==> config.mk <==
export PLATFORM = sky130hd
export DESIGN_NAME = tdma_tx_channel
export DESIGN_NICKNAME = d
export VERILOG_FILES = /design/src/rtl/tdma_pkg.sv /design/src/rtl/tdma_regs.sv /design/src/rtl/tdma_lane_pick.sv /design/src/rtl/tdma_engine.sv /design/src/rtl/tdma_tx_channel.sv
export SDC_FILE = /design/constraint.sdc
export NUM_CORES = 1
export LEC_CHECK = 0
export BUFFER_PORTS_ARGS = -buffer_cell sky130_fd_sc_hd__clkbuf_2
export CAP_MARGIN = 5
export CORE_MARGIN = 4
export CORE_UTILIZATION = 57
export CTS_BUF_LIST = sky130_fd_sc_hd__clkbuf_16
export DETAILED_ROUTE_END_ITERATION = 12
export HOLD_SLACK_MARGIN = 0.12
export PLACE_DENSITY_LB_ADDON = 0.25
export SLEW_MARGIN = 20
export SYNTH_ARGS = -nofsm -noshare
export SYNTH_HDL_FRONTEND = slang
export SYNTH_SLANG_ARGS = --single-unit
export TNS_END_PERCENT = 100
==> constraint.sdc <==
create_clock -name clk -period 2.2 [get_ports clk]
set_input_delay 0.44 -clock clk [delete_from_list [all_inputs] [get_ports clk]]
set_output_delay 0.44 -clock clk [all_outputs]
set_load 0.01 [all_outputs]
==> src/rtl/tdma_pkg.sv <==
package tdma_pkg;
    localparam int ADDR_W         = 32;
    localparam int DATA_W         = 32;
    localparam int PAGE_W         = 12;
    localparam int CNT_W          = 13;
    localparam int BYTES_PER_WORD = DATA_W / 8;
    localparam int LANE_W         = $clog2(BYTES_PER_WORD);
    localparam int DESC_BYTES     = 8;
    localparam int DESC_SH        = $clog2(DESC_BYTES);
    localparam int BASE_W         = ADDR_W - PAGE_W;

    localparam logic [1:0] RA_CTRL = 2'd0;
    localparam logic [1:0] RA_BASE = 2'd1;
    localparam logic [1:0] RA_POST = 2'd2;
    localparam logic [1:0] RA_STAT = 2'd3;

    typedef enum logic [3:0] {
        CS_DISABLED = 4'd0,
        CS_ACTIVE   = 4'd1,
        CS_IDLE     = 4'd2,
        CS_STOPPED  = 4'd3,
        CS_SUSPEND  = 4'd4
    } chan_state_e;

    typedef enum logic [3:0] {
        CE_NONE   = 4'd0,
        CE_PROTO  = 4'd1,
        CE_UNDER  = 4'd2,
        CE_BUFRD  = 4'd3,
        CE_DESCRD = 4'd4
    } chan_err_e;

    typedef enum logic [2:0] {
        E_OFF, E_IDLE, E_DCTL, E_DADR, E_BUF, E_SEND, E_DONE, E_STOP
    } eng_state_e;

    typedef struct packed {
        logic             sof;
        logic             eof;
        logic             ioc;
        logic             eot;
        logic [CNT_W-1:0] cnt;
    } desc_ctl_t;

    typedef struct packed {
        logic              en;
        logic              susp;
        logic              loop;
        logic              flush;
        logic [BASE_W-1:0] base;
        logic [PAGE_W-1:0] post;
    } chan_cfg_t;

    // flags ordered {sof, eof, ioc, eot} as found in control word bits 31..28
    function automatic desc_ctl_t decode_ctl(input logic [3:0] flags,
                                             input logic [CNT_W-1:0] cnt);
        desc_ctl_t d;
        d.sof = flags[3];
        d.eof = flags[2];
        d.ioc = flags[1];
        d.eot = flags[0];
        d.cnt = cnt;
        return d;
    endfunction

    function automatic logic [DATA_W-1:0] pack_status(input logic [PAGE_W-1:0] act,
                                                      input chan_err_e err,
                                                      input chan_state_e st,
                                                      input logic [PAGE_W-1:0] cur);
        return {act, err, st, cur};
    endfunction
endpackage

==> src/rtl/tdma_regs.sv <==
module tdma_regs
    import tdma_pkg::*;
(
    input  logic              clk,
    input  logic              rst,
    input  logic              we,
    input  logic [1:0]        addr,
    input  logic [DATA_W-1:0] wdata,
    input  logic [DATA_W-1:0] status,
    output chan_cfg_t         cfg,
    output logic [DATA_W-1:0] rdata
);
    always_ff @(posedge clk) begin
        if (rst) begin
            cfg <= '0;
        end else if (we) begin
            case (addr)
                RA_CTRL: begin
                    cfg.en    <= wdata[0];
                    cfg.susp  <= wdata[1];
                    cfg.loop  <= wdata[2];
                    cfg.flush <= wdata[4];
                end
                RA_BASE: cfg.base <= wdata[ADDR_W-1:PAGE_W];
                RA_POST: cfg.post <= {wdata[PAGE_W-1:DESC_SH], {DESC_SH{1'b0}}};
                default: ;
            endcase
        end
    end

    always_comb begin
        case (addr)
            RA_CTRL: rdata = {{(DATA_W-5){1'b0}}, cfg.flush, 1'b0, cfg.loop, cfg.susp, cfg.en};
            RA_BASE: rdata = {cfg.base, {PAGE_W{1'b0}}};
            RA_POST: rdata = {{(DATA_W-PAGE_W){1'b0}}, cfg.post};
            default: rdata = status;
        endcase
    end
endmodule

==> src/rtl/tdma_lane_pick.sv <==
module tdma_lane_pick
    import tdma_pkg::*;
(
    input  logic [DATA_W-1:0] word,
    input  logic [LANE_W-1:0] lane,
    output logic [7:0]        byte_o
);
    logic [7:0] lanes [BYTES_PER_WORD];

    for (genvar g = 0; g < BYTES_PER_WORD; g++) begin : g_lane
        assign lanes[g] = word[8*g +: 8];
    end

    assign byte_o = lanes[lane];
endmodule

==> src/rtl/tdma_engine.sv <==
module tdma_engine
    import tdma_pkg::*;
(
    input  logic              clk,
    input  logic              rst,
    input  chan_cfg_t         cfg,
    output logic              mem_req,
    output logic [ADDR_W-1:0] mem_addr,
    input  logic              mem_rvalid,
    input  logic [DATA_W-1:0] mem_rdata,
    input  logic              mem_rerr,
    output logic              tx_valid,
    output logic [7:0]        tx_data,
    output logic              tx_sof,
    output logic              tx_eof,
    input  logic              tx_ready,
    output logic              irq,
    output logic [DATA_W-1:0] status
);
    eng_state_e          st;
    logic [PAGE_W-1:0]   cur, act;
    chan_err_e           err;
    logic                open_q;
    desc_ctl_t           dc;
    logic [ADDR_W-3:0]   waddr;
    logic [LANE_W-1:0]   lane;
    logic [CNT_W-1:0]    rem;
    logic                first;
    logic [DATA_W-1:0]   word;

    logic                hold;
    desc_ctl_t           fetched;
    logic                bad_desc;
    logic                last_byte;
    chan_state_e         vis_state;

    assign hold      = !cfg.en || cfg.flush;
    assign fetched   = decode_ctl(mem_rdata[31:28], mem_rdata[CNT_W-1:0]);
    assign bad_desc  = (!fetched.sof && !open_q) || (fetched.cnt == '0);
    assign last_byte = (rem == CNT_W'(1));

    always_comb begin
        mem_req  = 1'b0;
        mem_addr = '0;
        if (!hold) begin
            case (st)
                E_DCTL: begin mem_req = 1'b1; mem_addr = {cfg.base, cur}; end
                E_DADR: begin mem_req = 1'b1; mem_addr = {cfg.base, cur + PAGE_W'(4)}; end
                E_BUF:  begin mem_req = 1'b1; mem_addr = {waddr, 2'b00}; end
                default: ;
            endcase
        end
    end

    tdma_lane_pick u_pick (.word(word), .lane(lane), .byte_o(tx_data));

    assign tx_valid = (st == E_SEND) && !hold;
    assign tx_sof   = tx_valid && first;
    assign tx_eof   = tx_valid && last_byte && dc.eof;
    assign irq      = (st == E_DONE) && !hold && dc.ioc;

    always_ff @(posedge clk) begin
        if (rst) begin
            st     <= E_OFF;
            cur    <= '0;
            act    <= '0;
            err    <= CE_NONE;
            open_q <= 1'b0;
            dc     <= '0;
            waddr  <= '0;
            lane   <= '0;
            rem    <= '0;
            first  <= 1'b0;
            word   <= '0;
        end else if (hold) begin
            st     <= E_OFF;
            cur    <= '0;
            err    <= CE_NONE;
            open_q <= 1'b0;
        end else begin
            case (st)
                E_OFF: st <= E_IDLE;
                E_IDLE: begin
                    if (!(cfg.susp && !open_q) && (cur != cfg.post))
                        st <= E_DCTL;
                end
                E_DCTL: begin
                    if (mem_rvalid) begin
                        if (mem_rerr) begin
                            err <= CE_DESCRD;
                            st  <= E_STOP;
                        end else if (bad_desc) begin
                            err <= CE_PROTO;
                            st  <= E_STOP;
                        end else begin
                            dc <= fetched;
                            st <= E_DADR;
                        end
                    end
                end
                E_DADR: begin
                    if (mem_rvalid) begin
                        if (mem_rerr) begin
                            err <= CE_DESCRD;
                            st  <= E_STOP;
                        end else begin
                            waddr  <= mem_rdata[ADDR_W-1:2];
                            lane   <= mem_rdata[LANE_W-1:0];
                            rem    <= dc.cnt;
                            first  <= dc.sof;
                            open_q <= 1'b1;
                            act    <= cur;
                            st     <= E_BUF;
                        end
                    end
                end
                E_BUF: begin
                    if (mem_rvalid) begin
                        if (mem_rerr) begin
                            err <= CE_BUFRD;
                            st  <= E_STOP;
                        end else begin
                            word <= mem_rdata;
                            st   <= E_SEND;
                        end
                    end
                end
                E_SEND: begin
                    if (tx_ready) begin
                        first <= 1'b0;
                        rem   <= rem - CNT_W'(1);
                        lane  <= lane + LANE_W'(1);
                        if (last_byte) begin
                            st <= E_DONE;
                        end else if (lane == {LANE_W{1'b1}}) begin
                            waddr <= waddr + 1'b1;
                            st    <= E_BUF;
                        end
                    end
                end
                E_DONE: begin
                    cur <= dc.eot ? '0 : cur + PAGE_W'(DESC_BYTES);
                    if (dc.eof)
                        open_q <= 1'b0;
                    st <= E_IDLE;
                end
                default: st <= E_STOP;
            endcase
        end
    end

    always_comb begin
        case (st)
            E_OFF:   vis_state = CS_DISABLED;
            E_STOP:  vis_state = CS_STOPPED;
            default: begin
                if (cfg.susp && open_q)
                    vis_state = CS_SUSPEND;
                else if (st == E_IDLE)
                    vis_state = CS_IDLE;
                else
                    vis_state = CS_ACTIVE;
            end
        endcase
    end

    assign status = pack_status(act, err, vis_state, cur);
endmodule

==> src/rtl/tdma_tx_channel.sv <==
module tdma_tx_channel
    import tdma_pkg::*;
(
    input  logic              clk,
    input  logic              rst,
    input  logic              reg_we,
    input  logic [1:0]        reg_addr,
    input  logic [DATA_W-1:0] reg_wdata,
    output logic [DATA_W-1:0] reg_rdata,
    output logic              mem_req,
    output logic [ADDR_W-1:0] mem_addr,
    input  logic              mem_rvalid,
    input  logic [DATA_W-1:0] mem_rdata,
    input  logic              mem_rerr,
    output logic              tx_valid,
    output logic [7:0]        tx_data,
    output logic              tx_sof,
    output logic              tx_eof,
    input  logic              tx_ready,
    output logic              irq,
    output logic              loopback
);
    chan_cfg_t         cfg;
    logic [DATA_W-1:0] status;

    tdma_regs u_regs (
        .clk    (clk),
        .rst    (rst),
        .we     (reg_we),
        .addr   (reg_addr),
        .wdata  (reg_wdata),
        .status (status),
        .cfg    (cfg),
        .rdata  (reg_rdata)
    );

    tdma_engine u_eng (
        .clk        (clk),
        .rst        (rst),
        .cfg        (cfg),
        .mem_req    (mem_req),
        .mem_addr   (mem_addr),
        .mem_rvalid (mem_rvalid),
        .mem_rdata  (mem_rdata),
        .mem_rerr   (mem_rerr),
        .tx_valid   (tx_valid),
        .tx_data    (tx_data),
        .tx_sof     (tx_sof),
        .tx_eof     (tx_eof),
        .tx_ready   (tx_ready),
        .irq        (irq),
        .status     (status)
    );

    assign loopback = cfg.loop;
endmodule

# Word level (Yosys, flattened, before mapping)

Index checks and enable logic that the tools add are counted.

Register bits after elaboration: 160
Logic and storage cells: 147

Add/sub/neg operators: 5
Magnitude comparators: 1
Eq/ne operators: 25
Muxes and demuxes: 54
Bitwise logic cells: 4
Reductions and logical operators: 37

Operators with widths:

| kind                                                  | number |
|---|---|
| one-hot mux 32 bit (3 select lines)                   | 2 |
| 2-to-1 mux 30 bit                                     | 5 |
| one-hot mux 30 bit (2 select lines)                   | 1 |
| 2-to-1 mux 13 bit                                     | 3 |
| 2-to-1 mux 32 bit                                     | 1 |
| 2-to-1 mux 4 bit                                      | 8 |
| adder 30 x 1 -> 30 bit (second input constant)        | 1 |
| 2-to-1 mux 3 bit                                      | 9 |
| one-hot mux 13 bit (2 select lines)                   | 1 |
| != test 2 bit (second input constant)                 | 9 |
| one-hot mux 3 bit (6 select lines)                    | 1 |
| binary-select mux 8 bit (select 2 bit)                | 1 |
| 2-to-1 mux 8 bit                                      | 2 |
| AND reduction 7 bit                                   | 2 |
| equality test 13 x 1 -> 1 bit (second input constant) | 1 |
| zero test 13 bit                                      | 1 |
| subtractor 13 x 1 -> 13 bit (second input constant)   | 1 |
| adder 12 x 3 -> 12 bit (second input constant)        | 1 |
| adder 12 x 4 -> 12 bit (second input constant)        | 1 |
| equality test 3 bit (second input constant)           | 4 |
| 2-to-1 mux 12 bit                                     | 1 |
| 2-to-1 mux 2 bit                                      | 6 |
| != test 12 bit                                        | 1 |
| one-hot mux 4 bit (3 select lines)                    | 1 |
| other kinds (27)                                      | 62 |

# Logic depth before layout (Yosys ltp)

Word-level depth: 7
Mapped depth: 9

# Hierarchy

A second synthesis with hierarchy kept.

Cell total of the unflattened synthesis: 1097
Area total of the unflattened synthesis: 8823.5 um^2

Modules (own cells, without submodules):

| module         | instances | cells an instance | area an instance (um^2) | seq. area each (um^2) |
|---|---|---|---|---|
| tdma_engine    | 1         | 867               | 6558.8                  | 2402.3 |
| tdma_regs      | 1         | 220               | 2068.2                  | 660.6 |
| tdma_lane_pick | 1         | 10                | 196.4                   | 0.0 |

# Least setup slack after synthesis

Ideal clock, no wire load.

Kind: input to output
From: in reg_addr[1]
To: out reg_rdata[12]
Data arrival time: 1.608 ns
Required time: 1.760 ns
Path slack: 0.152 ns
Stages: 4
Path buffers: 2
Cells stage by stage: clkbuf_1 > buf_1 > o21ai_0 > a31oi_1

Word-level cells in the longest chain between the ends: 2

RTL lines:

| what                                              | RTL line             | text |
|---|---|---|
| from (decl)                                       | tdma_tx_channel.sv:7 | `input logic [1:0] reg_addr,` |
| equality test 2 bit, or another cell as far along | tdma_regs.sv:32      | `case (addr)` |
| one-hot mux 32 bit (3 select lines) (*)           | tdma_regs.sv:32      |  |
| to (decl)                                         | tdma_tx_channel.sv:9 | `output logic [DATA_W-1:0] reg_rdata,` |

Mark *: on every way between the ends. The rest lies on a longest branch, timed or not.

# Final worst setup path

From: reg u_eng.rem[5]
To: out tx_eof

Word-level cells in the longest chain between the ends: 3

RTL lines:

| what                           | RTL line              | text |
|---|---|---|
| from (decl)                    | tdma_engine.sv:27     | `logic [CNT_W-1:0] rem;` |
| from (signal assigned)         | tdma_engine.sv:109    | `rem <= dc.cnt;` |
| from (signal assigned)         | tdma_engine.sv:131    | `rem <= rem - CNT_W'(1);` |
| equality test 13 x 1 -> 1 bit  | tdma_engine.sv:40     | `assign last_byte = (rem == CNT_W'(1));` |
| logical AND 1 bit (2 in a row) | tdma_engine.sv:59     | `assign tx_eof = tx_valid && last_byte && dc.eof;` |
| to (decl)                      | tdma_tx_channel.sv:18 | `output logic tx_eof,` |

Every way passes these cells.

==> out/results.tsv <==
metric	value	unit
Area after DPL	9438	sq um
clock slew at reported path FFs	60	ps
Max VDD drop	0.7564	mV
die area	16640	sq um
Via density	6.299	
Hold Crit Class	in -> reg	
Max-Cap Viols	0	
# diodes	0	
final worst setup slack	-199.0	ps
I/O pins	150	
cts hold-fix bufs	0	
Chip Width	129	um
worst-skew pair later-pin latency	430	ps
#FFs+latches synth	153	
top_reg_cell synth	dfxtp_1	
failing checks	negative setup slack	
Crit-path slowest cell	or4_4	
WL per Instance	19.54	um
Yosys top cell area share	36.70	%
detailed-route DRC error count	0	
WL final	27270	um
ranking of synthesized cells by area	dfxtp_1, mux2i_1, nand2_1	
clk buf depth	2	
Worst EP arrival	1960	ps
register area share after synthesis	36.70	%
initial antenna violation count	0	
P per Cell Area	590.6	nW/um^2
Setup Skew	7.575	ps
synthesis-to-finish area growth	23.81	%
Root Buffer	clkbuf_16	
Row Count	43	
Final period util	109.0	%
most frequent cell after synthesis	nand2_1	
yosys warns	0	
FILL cells	1053	
Starting Density	59.20	%
Achievable Freq	0.4168	GHz
post-route antenna net violation count	0	
initial drt markers	828	
synthesized netlist cell count	1053	
Num Clock Sinks	153	
Num CTS Buffers	17	
Routability Congestion	0.9353	
cell taking the most area after synthesis	dfxtp_1	
Worst Setup Path Type	reg -> out	
detailed-route via count	8793	
Register Area	3082	sq um
WP data required	1760	ps
vias in the first global route	8035	
Leak	4.118	nW
synth unique cells	76	
Post-DP HPWL	18410	um
area of all placed cells without fillers	10330	sq um
PortBufs	147	
Crit path buffers/inverters	1	
outcome	complete, but fails checks	
Total GRT Usage	31.60	%
drt pass-1 iters	12	
Final Hold Vio Count	0	
Final Slew Violations	0	
area of the core	14100	sq um
largest net degree at the start of global routing	94	
Post-synth EDFFs	0	
Die Y-Extent	129	um
first-pass GRT wire length	41570	um
nature of the critical path startpoint	register	
endpoints failing setup	3	
Syn Area/Cell	7.925	sq um
total grt overflow	0	
Slew @ Worst Pin	568.5	ps
largest fanout on the critical path	6	
RSZ-0062 raised after global routing	true	
Synth Cell Area	8346	sq um
fin crit period	2399	ps
nets@finish	1281	
Max stage delay on crit path	550	ps
clock tree from TritonCTS	yes	
CTS H-Tree Depth	4	
utilization after layout	73.30	%
CP delay by family, top	simple AND/OR/NAND/NOR gates	
Multi-input gate area	4847	sq um
share of layout cells above drive strength 1	24.75	%
CP endpoint kind	output pin	
async set or reset register ratio after synthesis	0	%
max_slew headroom	61.99	%
CP cell instances	or4_4 -> nor2_4 -> and3_4 -> and3_1 -> clkbuf_2	
Post-synth top cells	nand2_1, dfxtp_1, nor2_1	
-- worst register-to-register path, stage by stage, from the launching register on --
cell,delay (ps)
dfxtp_1,370
inv_1,70
ha_1,180
nor4b_2,170
a41oi_1,320
o21a_1,200
buf_12,190
nand2_1,200
o221ai_1,270
-- where the power goes --
part	internal, mW	switching, mW	total [mW]
Sequential	2.79	0.0211	2.81
Combinational	0.135	0.213	0.347
Clock	1.76	1.18	2.95
Total	4.68	1.42	6.10
-- kinds of logic (layout without fill, tap and decap cells) --
logic type | after synthesis | in the layout | share of synthesized area (%)
AND/OR/NAND/NOR | 443 | 443 | 24.77
AO/OA/AOI/OAI | 252 | 252 | 19.85
flip-flops | 153 | 153 | 36.70
buffers and inverters | 108 | 270 | 6.027
multiplexers | 73 | 73 | 9.970
XOR/XNOR | 18 | 18 | 1.889
adder cells (fa/ha/maj) | 5 | 5 | 0.7496
other | 1 | 2 | 0.04493
-- placed cells by master, fill, tap and decap left out, drive strengths merged, types with 4 or more instances in the layout --
cell type and count:
o32ai 9, a22oi 34, a21o 4, o31ai 5
nand3 19, mux4 8, dfxtp 153, xor2 6
clkbuf 163, nor2b 26, nand2 168, inv 16
nor3 20, a311oi 5, o21ai 29, and3 12
o22ai 6, clkinv 6, a211oi 10, nor4 10
xnor2 12, a31oi 6, nand4 18, mux2i 64
ha 5, buf 79, o211ai 6, a21oi 101
o31a 6, nor3b 4, nor2 127, and2 17
-- timing repair --
action,4_1_cts,5_1_grt
pin swaps,2,3
setup endpoints to repair,36,17
endpoints found under the hold margin,0,0
cloned,1,4
gates resized for setup,23,12
setup buffers,6,7
-- metal layers --
layer  up-vias  share of wire [%]  wire [um]  GRT usage, %
li1       4044                  -          -             -
met1      4102                 39      10700         39.76
met2       535                 46      12620         50.52
met3       112                8.7       2384         6.808
met4         0                5.7       1568         17.29
met5         -                  0          0             0
-- flip-flops by register name, summed over array words and instances, names as in the netlist, 9 cells and up --
| signal | cells |
|---|---|
| u_eng.act | 9 |
| u_regs.cfg | 33 |
| u_eng.waddr | 30 |
| u_eng.cur | 9 |
| u_eng.dc | 17 |
| u_eng.rem | 13 |
| u_eng.word | 32 |
-- area by class of cell --
class                      instances  area share, %
multi-input combinational        793          46.91
sequential                       153          29.83
timing repair buffer             225          14.91
clock buffer                      17          4.117
tap                              180          2.180
clock inverter                    14          1.550
inverter                          14         0.5086
-- through the flow --
stage | setup TNS, ps | hold slack, ps | cells | total power [mW] | worst slack [ps]
3_5_place_dp | 0 | 443.8 | 1347 | 3.208 | 123.4
4_1_cts | -154.2 | 222.6 | 1385 | 6.103 | -154.2
6_report | -212.2 | 236.3 | 1396 | 6.102 | -199.0
2_1_floorplan | 0 | 427.4 | 1054 | 3.041 | 152.3
5_1_grt | -632.7 | 234.5 | 1396 | 6.270 | -224.2
3_3_place_gp | 0 | 440.3 | 1347 | 3.204 | 145.1
-- path summary, 6_finish.rpt --
path | from | to | slack [ps] | cells past startpoint
worst max-delay path | u_eng.rem[5] | tx_eof | -200 | 5
worst min-delay path | reg_wdata[20] | u_regs.cfg[20] | 240 | 3
worst max register to register | u_eng.rem[1] | u_eng.waddr[29] | 140 | 8
worst min register to register | u_eng.word[24] | u_eng.word[24] | 450 | 2
Note: power is estimated with default switching activity, not from simulation.
